[src/rtl/wb_pkg.sv]
// Package: shared command encoding for the walking-bit checker.
// Assumes: 2-bit op field on the command port.
package wb_pkg;
    typedef enum logic [1:0] {
        OP_ACT = 2'd0,
        OP_WR  = 2'd1,
        OP_RD  = 2'd2,
        OP_CPL = 2'd3
    } wb_op_e;
endpackage

[src/rtl/wb_pattern_gen.sv]
// Module: builds the write burst from the row seed by chaining a
// shift-left-with-zero-reload step once per byte lane.
// Assumes: seed is held stable for the whole row.
module wb_pattern_gen #(
    parameter int NBYTES = 16
) (
    input  logic [7:0]          seed,
    output logic [NBYTES*8-1:0] pattern
);
    logic [7:0] chain [NBYTES+1];

    assign chain[0] = seed;

    for (genvar g = 0; g < NBYTES; g++) begin : g_lane
        logic [7:0] shifted;
        // one shift step per lane, zero reloads to 0x01
        assign shifted      = {chain[g][6:0], 1'b0};
        assign chain[g+1]   = (shifted == 8'h00) ? 8'h01 : shifted;
        assign pattern[g*8 +: 8] = chain[g+1];
    end
endmodule

[src/rtl/wb_compare.sv]
// Module: compares a read burst with the expected burst per byte lane,
// returns the mismatch count and the lowest mismatching lane.
// Assumes: purely combinational, sampled by the caller.
module wb_compare #(
    parameter int NBYTES = 16
) (
    input  logic [NBYTES*8-1:0]         got,
    input  logic [NBYTES*8-1:0]         exp,
    output logic                        any_miss,
    output logic [$clog2(NBYTES)-1:0]   first_idx,
    output logic [$clog2(NBYTES+1)-1:0] miss_cnt
);
    localparam int IDX_W = $clog2(NBYTES);
    localparam int CW    = $clog2(NBYTES+1);

    logic [NBYTES-1:0] miss;

    for (genvar g = 0; g < NBYTES; g++) begin : g_cmp
        assign miss[g] = (got[g*8 +: 8] != exp[g*8 +: 8]);
    end

    // count mismatches and locate the lowest one
    always_comb begin
        miss_cnt  = '0;
        first_idx = '0;
        for (int i = NBYTES - 1; i >= 0; i--) begin
            miss_cnt = miss_cnt + CW'(miss[i]);
            if (miss[i]) first_idx = IDX_W'(i);
        end
    end

    assign any_miss = |miss;
endmodule

[src/rtl/wb_seq.sv]
// Module: row sweep and command sequencer. Walks rows in ascending order,
// issues the eight commands of each row, waits on the ready handshake and
// on read data, and advances the seed per row.
// Assumes: ROW_W >= COL_LSB + 2; cmd_ready meaningful only with cmd_valid.
module wb_seq
    import wb_pkg::*;
#(
    parameter int ROW_W     = 15,
    parameter int CMD_AW    = 16,
    parameter int COL_LSB   = 5,
    parameter int COL_SHIFT = 8
) (
    input  logic              clk,
    input  logic              rst_n,
    input  logic              start,
    input  logic              cmd_ready,
    input  logic              rd_valid,
    output logic              cmd_valid,
    output wb_op_e            cmd_op,
    output logic [CMD_AW-1:0] cmd_addr,
    output logic [ROW_W-1:0]  row,
    output logic [7:0]        seed,
    output logic              busy,
    output logic              done,
    output logic              launch,
    output logic              rd_take
);
    typedef enum logic [1:0] {S_IDLE, S_CMD, S_RDWAIT, S_DONE} state_e;

    localparam logic [ROW_W-1:0] LAST_ROW = '1;
    localparam logic [2:0]       STEP_RD  = 3'd6;
    localparam logic [2:0]       STEP_END = 3'd7;

    state_e     state;
    logic [2:0] step;
    logic [7:0] seed_nxt;
    logic       accept;

    assign busy      = (state == S_CMD) || (state == S_RDWAIT);
    assign done      = (state == S_DONE);
    assign cmd_valid = (state == S_CMD);
    assign accept    = cmd_valid && cmd_ready;
    assign launch    = start && !busy;
    assign rd_take   = (state == S_RDWAIT) && rd_valid;

    // seed advance: shift left, zero reloads to 0x01
    always_comb begin
        seed_nxt = {seed[6:0], 1'b0};
        if (seed_nxt == 8'h00) seed_nxt = 8'h01;
    end

    // op and address from the step within the row
    always_comb begin
        if (step[0]) begin
            cmd_op   = OP_CPL;
            cmd_addr = '0;
        end else begin
            unique case (step[2:1])
                2'd0, 2'd2: cmd_op = OP_ACT;
                2'd1:       cmd_op = OP_WR;
                default:    cmd_op = OP_RD;
            endcase
            if (cmd_op == OP_ACT) cmd_addr = CMD_AW'(row);
            else cmd_addr = CMD_AW'(row[COL_LSB+1:COL_LSB]) << COL_SHIFT;
        end
    end

    // state, step, row and seed registers
    always_ff @(posedge clk) begin
        if (!rst_n) begin
            state <= S_IDLE;
            step  <= '0;
            row   <= '0;
            seed  <= 8'h01;
        end else begin
            unique case (state)
                S_IDLE, S_DONE: begin
                    if (start) begin
                        state <= S_CMD;
                        step  <= '0;
                        row   <= '0;
                        seed  <= 8'h01;
                    end
                end
                S_CMD: begin
                    if (accept) begin
                        if (step == STEP_RD) begin
                            state <= S_RDWAIT;
                        end else if (step == STEP_END) begin
                            if (row == LAST_ROW) begin
                                state <= S_DONE;
                            end else begin
                                row  <= row + 1'b1;
                                seed <= seed_nxt;
                                step <= '0;
                            end
                        end else begin
                            step <= step + 1'b1;
                        end
                    end
                end
                default: begin
                    if (rd_valid) begin
                        state <= S_CMD;
                        step  <= STEP_END;
                    end
                end
            endcase
        end
    end
endmodule

[src/rtl/wb_bist.sv]
// Module: top of the walking-bit checker. Ties the sequencer, pattern
// generator and comparator together and keeps the error record.
// Assumes: rd_data valid on the cycle rd_valid is high after a read.
module wb_bist
    import wb_pkg::*;
#(
    parameter int ROW_W     = 15,
    parameter int NBYTES    = 16,
    parameter int CMD_AW    = 16,
    parameter int COL_LSB   = 5,
    parameter int COL_SHIFT = 8,
    parameter int CNT_W     = 16
) (
    input  logic                      clk,
    input  logic                      rst_n,
    input  logic                      start,
    output logic                      busy,
    output logic                      done,
    output logic                      pass,
    output logic                      cmd_valid,
    input  logic                      cmd_ready,
    output logic [1:0]                cmd_op,
    output logic [CMD_AW-1:0]         cmd_addr,
    output logic [NBYTES*8-1:0]       cmd_wdata,
    input  logic                      rd_valid,
    input  logic [NBYTES*8-1:0]       rd_data,
    output logic [CNT_W-1:0]          err_count,
    output logic                      first_err_valid,
    output logic [ROW_W-1:0]          first_err_row,
    output logic [$clog2(NBYTES)-1:0] first_err_byte,
    output logic [7:0]                first_err_got,
    output logic [7:0]                first_err_exp
);
    localparam int IDX_W = $clog2(NBYTES);
    localparam int CW    = $clog2(NBYTES+1);

    wb_op_e             op_e;
    logic [ROW_W-1:0]   row;
    logic [7:0]         seed;
    logic               launch;
    logic               rd_take;
    logic [NBYTES*8-1:0] pattern;
    logic               any_miss;
    logic [IDX_W-1:0]   first_idx;
    logic [CW-1:0]      miss_cnt;
    logic [CNT_W:0]     sum;

    wb_seq #(
        .ROW_W(ROW_W), .CMD_AW(CMD_AW),
        .COL_LSB(COL_LSB), .COL_SHIFT(COL_SHIFT)
    ) u_seq (
        .clk(clk), .rst_n(rst_n), .start(start),
        .cmd_ready(cmd_ready), .rd_valid(rd_valid),
        .cmd_valid(cmd_valid), .cmd_op(op_e), .cmd_addr(cmd_addr),
        .row(row), .seed(seed), .busy(busy), .done(done),
        .launch(launch), .rd_take(rd_take)
    );

    wb_pattern_gen #(.NBYTES(NBYTES)) u_pat (
        .seed(seed), .pattern(pattern)
    );

    wb_compare #(.NBYTES(NBYTES)) u_cmp (
        .got(rd_data), .exp(pattern), .any_miss(any_miss),
        .first_idx(first_idx), .miss_cnt(miss_cnt)
    );

    assign cmd_op    = op_e;
    assign cmd_wdata = pattern;
    assign pass      = done && (err_count == '0);
    assign sum       = {1'b0, err_count} + (CNT_W+1)'(miss_cnt);

    // error counter and first-mismatch record
    always_ff @(posedge clk) begin
        if (!rst_n || launch) begin
            err_count       <= '0;
            first_err_valid <= 1'b0;
            first_err_row   <= '0;
            first_err_byte  <= '0;
            first_err_got   <= '0;
            first_err_exp   <= '0;
        end else if (rd_take) begin
            err_count <= sum[CNT_W] ? '1 : sum[CNT_W-1:0];
            if (any_miss && !first_err_valid) begin
                first_err_valid <= 1'b1;
                first_err_row   <= row;
                first_err_byte  <= first_idx;
                first_err_got   <= rd_data[first_idx*8 +: 8];
                first_err_exp   <= pattern[first_idx*8 +: 8];
            end
        end
    end
endmodule

[config.mk]
export PLATFORM = sky130hd
export DESIGN_NAME = wb_bist
export DESIGN_NICKNAME = d
export VERILOG_FILES = /design/src/rtl/wb_pkg.sv /design/src/rtl/wb_pattern_gen.sv /design/src/rtl/wb_compare.sv /design/src/rtl/wb_seq.sv /design/src/rtl/wb_bist.sv
export SDC_FILE = /design/constraint.sdc
export NUM_CORES = 1
export LEC_CHECK = 0
export ABC_AREA = 1
export BUFFER_PORTS_ARGS = -buffer_cell sky130_fd_sc_hd__buf_4
export CORE_MARGIN = 2
export CORE_UTILIZATION = 47
export CTS_BUF_LIST = sky130_fd_sc_hd__clkbuf_8
export DETAILED_ROUTE_END_ITERATION = 10
export GPL_TIMING_DRIVEN = 0
export PLACE_DENSITY_LB_ADDON = 0.08
export RECOVER_POWER = 25
export SLEW_MARGIN = 20
export SYNTH_ARGS = -nofsm -noshare
export SYNTH_HDL_FRONTEND = slang
export SYNTH_SLANG_ARGS = --single-unit
[constraint.sdc]
create_clock -name clk -period 6.6 [get_ports clk]
set_input_delay 0.99 -clock clk [delete_from_list [all_inputs] [get_ports clk]]
set_output_delay 0.99 -clock clk [all_outputs]
set_load 0.02 [all_outputs]
; Word level (Yosys, flattened, before mapping)
; Index checks and enable logic that the tools add are counted.
[word_totals]
register_bits = 79
inputBits = 133
output_inout_bits = 202
elab_cells = 167
[op_classes]
add_sub_neg = 18
n_eq_ne = 32
n_shift = 2
n_mux = 65
reduce_logical = 40
[op_table]
columns = operator, count
row1 = 128-bit by 8-bit indexed part select with 8-bit output, 2
row2 = 8-bit zero test, 16
row3 = 8-bit 2-to-1 mux, 16
row4 = 8-bit inequality test, 16
row5 = 15-bit 2-to-1 mux, 6
row6 = 5-bit by 1-bit adder with 5-bit output, 14
row7 = 4-bit 2-to-1 mux, 16
row8 = 7-bit 2-to-1 mux, 6
row9 = 16-bit 2-to-1 mux, 2
row10 = 15-bit one-hot mux with 2 select lines, 1
row11 = 3-bit 2-to-1 mux, 6
row12 = 16-bit by 5-bit adder with 17-bit output, 1
row13 = 16-bit zero test, 1
row14 = 2-bit 2-to-1 mux, 8
row15 = 16-bit OR reduction, 1
row16 = "15-bit by 1-bit adder with 15-bit output, second input constant", 1
row17 = "15-bit == test, second input constant", 1
row18 = 7-bit one-hot mux with 2 select lines, 1
row19 = "2-bit inequality test, second input constant", 5
row20 = 5-bit AND reduction, 2
row21 = "3-bit inequality test, second input constant", 3
row22 = 2-bit one-hot mux with 2 select lines, 2
row23 = 7-bit zero test, 1
row24 = "2-bit == test, second input constant", 3
row25 = 14 further kinds, 26

; Longest topological paths before layout
[logic_depth]
depth_word = 50
mapped_depth = 40
ltp_nobuf = 37

; Cells and area by module
; Synthesis repeated with hierarchy kept, for this count alone.
[hier_totals]
cells_unflattened = 1774
area_unflattened_um2 = 10116.0
[by_module_without_submodules]
columns = module, n_inst, cells_per_inst, area_per_inst_um2, seq_area_each_um2
row1 = wb_bist, 1, 894, 4967.3, 1041.0
row2 = wb_compare, 1, 401, 2434.8, 0.0
row3 = wb_seq, 1, 327, 1939.4, 560.5
row4 = wb_pattern_gen, 1, 152, 774.5, 0.0

; Least setup slack after synthesis
; OpenSTA, ideal clock, no wires.
[synth_timing]
kind = reg-to-reg
from = register u_seq.seed[0]
to = register err_count[15]
setup_time_ns = 0.132
arrival_time_ns = 6.760
required_ns = 6.468
setup_slack_ns = -0.292
stages_incl_launch_ff = 29
path_buffers = 4
synth_period_minus_slack_ns = 6.892
cell_sequence = dfxtp_1 buf_6 buf_2 clkbuf_1 clkbuf_1 nor2_1 nor4_1 o2111ai_1 nor3_1 ha_1 fa_1 fa_1 fa_1 fa_1 fa_1 fa_1 xnor2_1 ha_1 nand3_1 nand2_1 a21oi_1 nor2_1 o21ai_0 nand3b_1 nor4_1 inv_1 nor3_1 o21a_1 a21oi_1
[synth_between]
elab_chain_len = 50
elab_cells_between_ends = 65
classes_between = add/sub: 16 / eq/ne: 16 / mux: 17 / reduce/logical: 16
[synth_rtl]
columns = item, line_no
row1 = start: declaration, wb_seq.sv:22  ; output logic [7:0] seed,
row2 = start signal: assignment, wb_seq.sv:94  ; seed <= seed_nxt;
row3 = 8-bit zero test, wb_pattern_gen.sv:18  ; assign chain[g+1] = (shifted == 8'h00) ? 8'h01 : shifted;
row4 = 8-bit 2-to-1 mux *, wb_pattern_gen.sv:18
row5 = 8-bit zero test, wb_pattern_gen.sv:18
row6 = 8-bit 2-to-1 mux, wb_pattern_gen.sv:18
row7 = 8-bit zero test, wb_pattern_gen.sv:18
row8 = 8-bit 2-to-1 mux, wb_pattern_gen.sv:18
row9 = 8-bit zero test, wb_pattern_gen.sv:18
row10 = 8-bit 2-to-1 mux, wb_pattern_gen.sv:18
row11 = [... 22 more ...], --
row12 = 8-bit zero test, wb_pattern_gen.sv:18
row13 = 8-bit 2-to-1 mux, wb_pattern_gen.sv:18
row14 = 8-bit inequality test, wb_compare.sv:19  ; assign miss[g] = (got[g*8 +: 8] != exp[g*8 +: 8]);
row15 = 1-bit by 1-bit adder with 2-bit output, wb_compare.sv:27  ; miss_cnt = miss_cnt + CW'(miss[i]);
row16 = 5-bit by 1-bit adder with 5-bit output (13 in a row), wb_compare.sv:27
row17 = 5-bit by 1-bit adder with 5-bit output *, wb_compare.sv:27
row18 = 16-bit by 5-bit adder with 17-bit output *, wb_bist.sv:71  ; assign sum = {1'b0, err_count} + (CNT_W+1)'(miss_cnt);
row19 = 16-bit 2-to-1 mux *, wb_bist.sv:83  ; err_count <= sum[CNT_W] ? '1 : sum[CNT_W-1:0];
row20 = end signal: assignment, wb_bist.sv:83
row21 = end: declaration, wb_bist.sv:27  ; output logic [CNT_W-1:0] err_count,
; Mark *: on every way between the ends. The rest lies on a longest branch, timed or not.
; A chain may end at the register's enable or synchronous reset.

; Final worst setup path
[layout_timing]
from = register u_seq.seed[0]
to = register err_count[3]
; The elaborated chain is that of the path after synthesis.

==> flow_results.org <==
** Run status
- Status :: finished with violations
- Violations in the final reports :: negative setup slack

** Floorplan
- Effective utilization at floorplan :: 47.7%
- FP Rows :: 51
- The total area inside the core boundary comes to 0.0193 mm².
- Vertical die dimension :: 144 µm
- The die covers 0.0207 mm².
- Number of primary I/O pins :: 335
- The die is 144 µm wide.

** Logic synthesis
- The biggest area contributor in the post-synthesis netlist is sky130_fd_sc_hd__dfxtp_1.
- Asr flop ratio synth :: 0%
- Area share of the largest cell type after synthesis :: 17.2%
- Top FF cell, synth :: sky130_fd_sc_hd__dfxtp_1
- Yosys mapped a number of flops with a built-in enable equal to 0.
- Area contributors post-synth :: sky130_fd_sc_hd__dfxtp_1, sky130_fd_sc_hd__nand2_1, sky130_fd_sc_hd__nand3_1
- Post-Syn Instances :: 1563
- In this run, distinct cell masters in the synthesized netlist total 55.
- The Yosys step of the flow raised 0 warnings.
- After synthesis, the mean cell area works out to 5.90 µm².
- After synthesis the cells add up to 0.00922 mm².
- The synthesized design contains 79 register bits.
- Post-synthesis sequential area ratio :: 17.2%
- Synthesized Nets :: 1728

** Clocking
- Buffers inserted during clock tree synthesis total 9.
- Clock tree synthesis selected as its root buffer the cell sky130_fd_sc_hd__clkbuf_8.
- Clock sink count :: 79
- The H-tree generated during clock tree synthesis spans 3 levels.
- The clock passes through at most 2 buffers.
- Clock transition at the registers of the reported paths :: 90 ps
- Clk_lat worst skew :: 370 ps
- TritonCTS built the clock tree.
- Hold-fix buffers at CTS :: 0

** Pwr
- Pwr per Cell Area :: 211 mW/mm²
- The worst-case IR drop observed on VDD is 201 µV.
- Leakage power figure :: 6.57 nW

** Timing
- Setup violations remaining at the end of the flow were counted as 16.
- RSZ-0062 raised after global routing :: yes
- Hold Violations, Final :: 0
- Final clock period utilization by the worst path :: 109%
- For this run, the top clock speed supported by timing is 0.138 GHz.
- Post-route clock skew :: 11.6 ps
- In this run the tightest slew margin relative to its limit is 20.3%.
- The number of max-slew violations in the final report is 0.
- Across all setup checks in the final design, the least slack found is -626 ps.
- At the pin with the least slew margin, the transition time is 1180 ps.
- Crit path time final :: 7230 ps

** GRT
- Global routing used 40.1% of the available tracks across all layers.
- Initial antenna violation count :: 2
- Largest net degree at the start of global routing :: 15
- Wire length of the first global-routing pass :: 62300 µm
- The via count of the first global-routing pass was 11300.
- GRT Residual Overflow :: 0

** Route
- Once detail routing completed, the nets flagged for antenna violations numbered 0.
- Total wire length after detailed routing :: 43600 µm
- Total iterations of the first detailed-routing run :: 5
- After detailed routing, the number of vias per cell comes to 5.56.
- For this run, design rule violations remaining after detail routing come to 0.
- Wire length per cell :: 19.6 µm
- Number of violations reported at the end of detailed-routing iteration 0 :: 1331
- Total vias in the final route :: 12400

** Layout
- In the final layout, the share of cells above drive strength 1 is 26.1%.
- The library cell used most frequently in the layout, excluding fill and tap cells, is sky130_fd_sc_hd__buf_4.
- Net count reported at finish :: 2117
- Area added between synthesis and finish :: 39.4%
- Leaving out fill and tap cells, the most frequent cells in the layout are sky130_fd_sc_hd__buf_4, sky130_fd_sc_hd__nand2_1, sky130_fd_sc_hd__inv_1, sky130_fd_sc_hd__nand3_1, sky130_fd_sc_hd__nor2_1.
- For this run, the number of standard cells in the final layout without fillers is 2223.
- Share of the core filled with cells :: 66.4%

** Worst setup path
- The worst register-to-register path begins at u_seq.seed[0]$_SDFFE_PN1P_.
- The most critical setup path has its startpoint at u_seq.seed[0]$_SDFFE_PN1P_.
- Most frequent CP cell :: sky130_fd_sc_hd__buf_4
- The critical path ends at err_count[3]$_SDFFE_PP0P_.
- The worst setup path is of the flip-flop to flip-flop kind.
- Slowest library cell on the worst path :: sky130_fd_sc_hd__fa_1
- Broken down by cell family, the worst path's largest delay share belongs to adder cells.
- At the worst endpoint, the arrival time is 7460 ps.
- Together, buffers and inverters on the worst path number 11.
- In this design, the stage delay of the slowest critical-path cell is 580 ps.
- Crit path launch type :: flip-flop
- The critical path runs through a total of 31 cells.
- Data required time at the worst endpoint :: 6830 ps
- Worst reg2reg setup slack :: -630 ps
- Of all nets on the critical path, the largest fanout is 10.
- The worst setup path is captured at a flip-flop.
- Worst R2R End :: err_count[3]$_SDFFE_PP0P_
- Measured in cells, the most critical reg-to-reg path has a length of 31.

** Placed design
- Timing analysis after detailed placement gives a worst setup slack of -1390 ps.
- At the end of routability-driven placement, the weighted congestion stood at 1.06.
- During placement, the flow inserted port buffers numbering 333.
- Detailed placement ended at an HPWL of 33300 µm.
- After detailed placement, the design holds a cell count of 2161.

** Flow run
- Across the run, the number of max-cap violations was 0.

** Worst hold path
- Type of the most critical hold path :: flip-flop to flip-flop
-- per-stage QoR --
step | total power, mW | hold slack (ps) | setup TNS (ps) | instance area (µm²)
6_report | 2.71 | 487 | -5710 | 12800
5_1_grt | 2.86 | 498 | -8340 | 12800
4_1_cts | 2.67 | 479 | -2690 | 12900
3_5_place_dp | 2.14 | 466 | -15920 | 12100
3_3_place_gp | 2.12 | 465 | -15330 | 12100
2_1_floorplan | 1.55 | 458 | 0 | 9230
-- kinds of logic (layout without fill, tap and decap cells) --
logic type / Yosys count / count (layout) / synth area share (%)
flip-flops: 79 / 79 / 17.2
other: 1 / 3 / 0.0407
XOR/XNOR: 77 / 77 / 7.32
adder cells (fa/ha/maj): 32 / 32 / 5.24
AO/OA/AOI/OAI: 223 / 223 / 13.8
AND/OR/NAND/NOR: 770 / 770 / 38.4
buffers and inverters: 381 / 774 / 18.0
-- worst min-delay path, delay by kind of cell, from the launching register on --
family	cells	cell delay [ps]
AOI/OAI and AO/OA	1	60
DFF	1	330
and+or+nand+nor	1	60
-- routing by layer --
layer	global-route usage (%)	up-vias	share of wire (%)
met5	0	-	0
met2	62.8	839	44
met1	51.1	5573	38
met4	22.2	0	6.4
met3	8.84	165	12
li1	-	5787	-
-- synth_stat cells (3+ instances only) --
cell type and number:
sky130_fd_sc_hd__buf_4 34, sky130_fd_sc_hd__ha_1 21, sky130_fd_sc_hd__a31oi_1 3, sky130_fd_sc_hd__xnor2_1 27, sky130_fd_sc_hd__nor4_4 3, sky130_fd_sc_hd__buf_6 9, sky130_fd_sc_hd__nand3_1 185, sky130_fd_sc_hd__nor2_1 143
sky130_fd_sc_hd__a221oi_1 3, sky130_fd_sc_hd__o22ai_1 4, sky130_fd_sc_hd__o2111ai_1 5, sky130_fd_sc_hd__or2_2 6, sky130_fd_sc_hd__o21a_1 4, sky130_fd_sc_hd__nand3b_1 7, sky130_fd_sc_hd__nand4_1 28, sky130_fd_sc_hd__o211ai_1 30
sky130_fd_sc_hd__nand2_1 310, sky130_fd_sc_hd__nand3_2 3, sky130_fd_sc_hd__buf_2 24, sky130_fd_sc_hd__dfxtp_1 79, sky130_fd_sc_hd__nor3_1 36, sky130_fd_sc_hd__nor4_1 21, sky130_fd_sc_hd__clkbuf_1 64, sky130_fd_sc_hd__a21oi_1 84
sky130_fd_sc_hd__and3_1 4, sky130_fd_sc_hd__nor3b_1 5, sky130_fd_sc_hd__o21ai_0 71, sky130_fd_sc_hd__o21ai_1 9, sky130_fd_sc_hd__inv_1 233, sky130_fd_sc_hd__nand2_2 3, sky130_fd_sc_hd__fa_1 11, sky130_fd_sc_hd__xor2_1 50
sky130_fd_sc_hd__clkinv_1 7, sky130_fd_sc_hd__inv_2 10
-- state kept, by name (all words and copies together), names as in the netlist --
name / cells
first_err_valid: 1
u_seq.state: 2
u_seq.row: 15
first_err_got: 8
u_seq.seed: 7
u_seq.step: 3
first_err_row: 15
err_count: 16
first_err_byte: 4
first_err_exp: 8
-- how the worst min path moves through the flow --
stage	from	endpoint	slack (ps)	cells after the start
floorplan	u_seq.row[12]$_SDFFE_PN0P_	first_err_row[12]$_SDFFE_PP0P_	460	2
finish	first_err_row[2]$_SDFFE_PP0P_	first_err_row[2]$_SDFFE_PP0P_	490	2
global placement	first_err_row[2]$_SDFFE_PP0P_	first_err_row[2]$_SDFFE_PP0P_	460	2
global route	first_err_row[2]$_SDFFE_PP0P_	first_err_row[2]$_SDFFE_PP0P_	500	2
detailed placement	first_err_row[2]$_SDFFE_PP0P_	first_err_row[2]$_SDFFE_PP0P_	470	2
CTS	first_err_row[2]$_SDFFE_PP0P_	first_err_row[2]$_SDFFE_PP0P_	480	2
-- cell type report --
| class | count | area (µm²) |
|---|---|---|
| well taps | 265 | 332 |
| fillers | 1849 | 6490 |
| plain buffers | 129 | 790 |
| clock inverters | 6 | 116 |
| diodes | 2 | 5.00 |
| repair buffers | 380 | 2690 |
| flip-flops and latches | 79 | 1590 |
| multi-input cells | 1103 | 6250 |
| inverters | 250 | 947 |
| clock buffers | 9 | 124 |
-- report_power, final --
part	internal (mW)	switching, mW
sequential	0.532	0.0534
clock	0.253	0.194
combinational	0.608	1.07
total	1.39	1.32
-- timing repair --
| item | in CTS | in global routing |
|---|---|---|
| setup endpoints to repair | 16 | 16 |
| gates resized for setup | 75 | 42 |
| setup buffers | 42 | 7 |
| pin swaps | 24 | 32 |
Note: power is estimated with default switching activity, not from simulation.
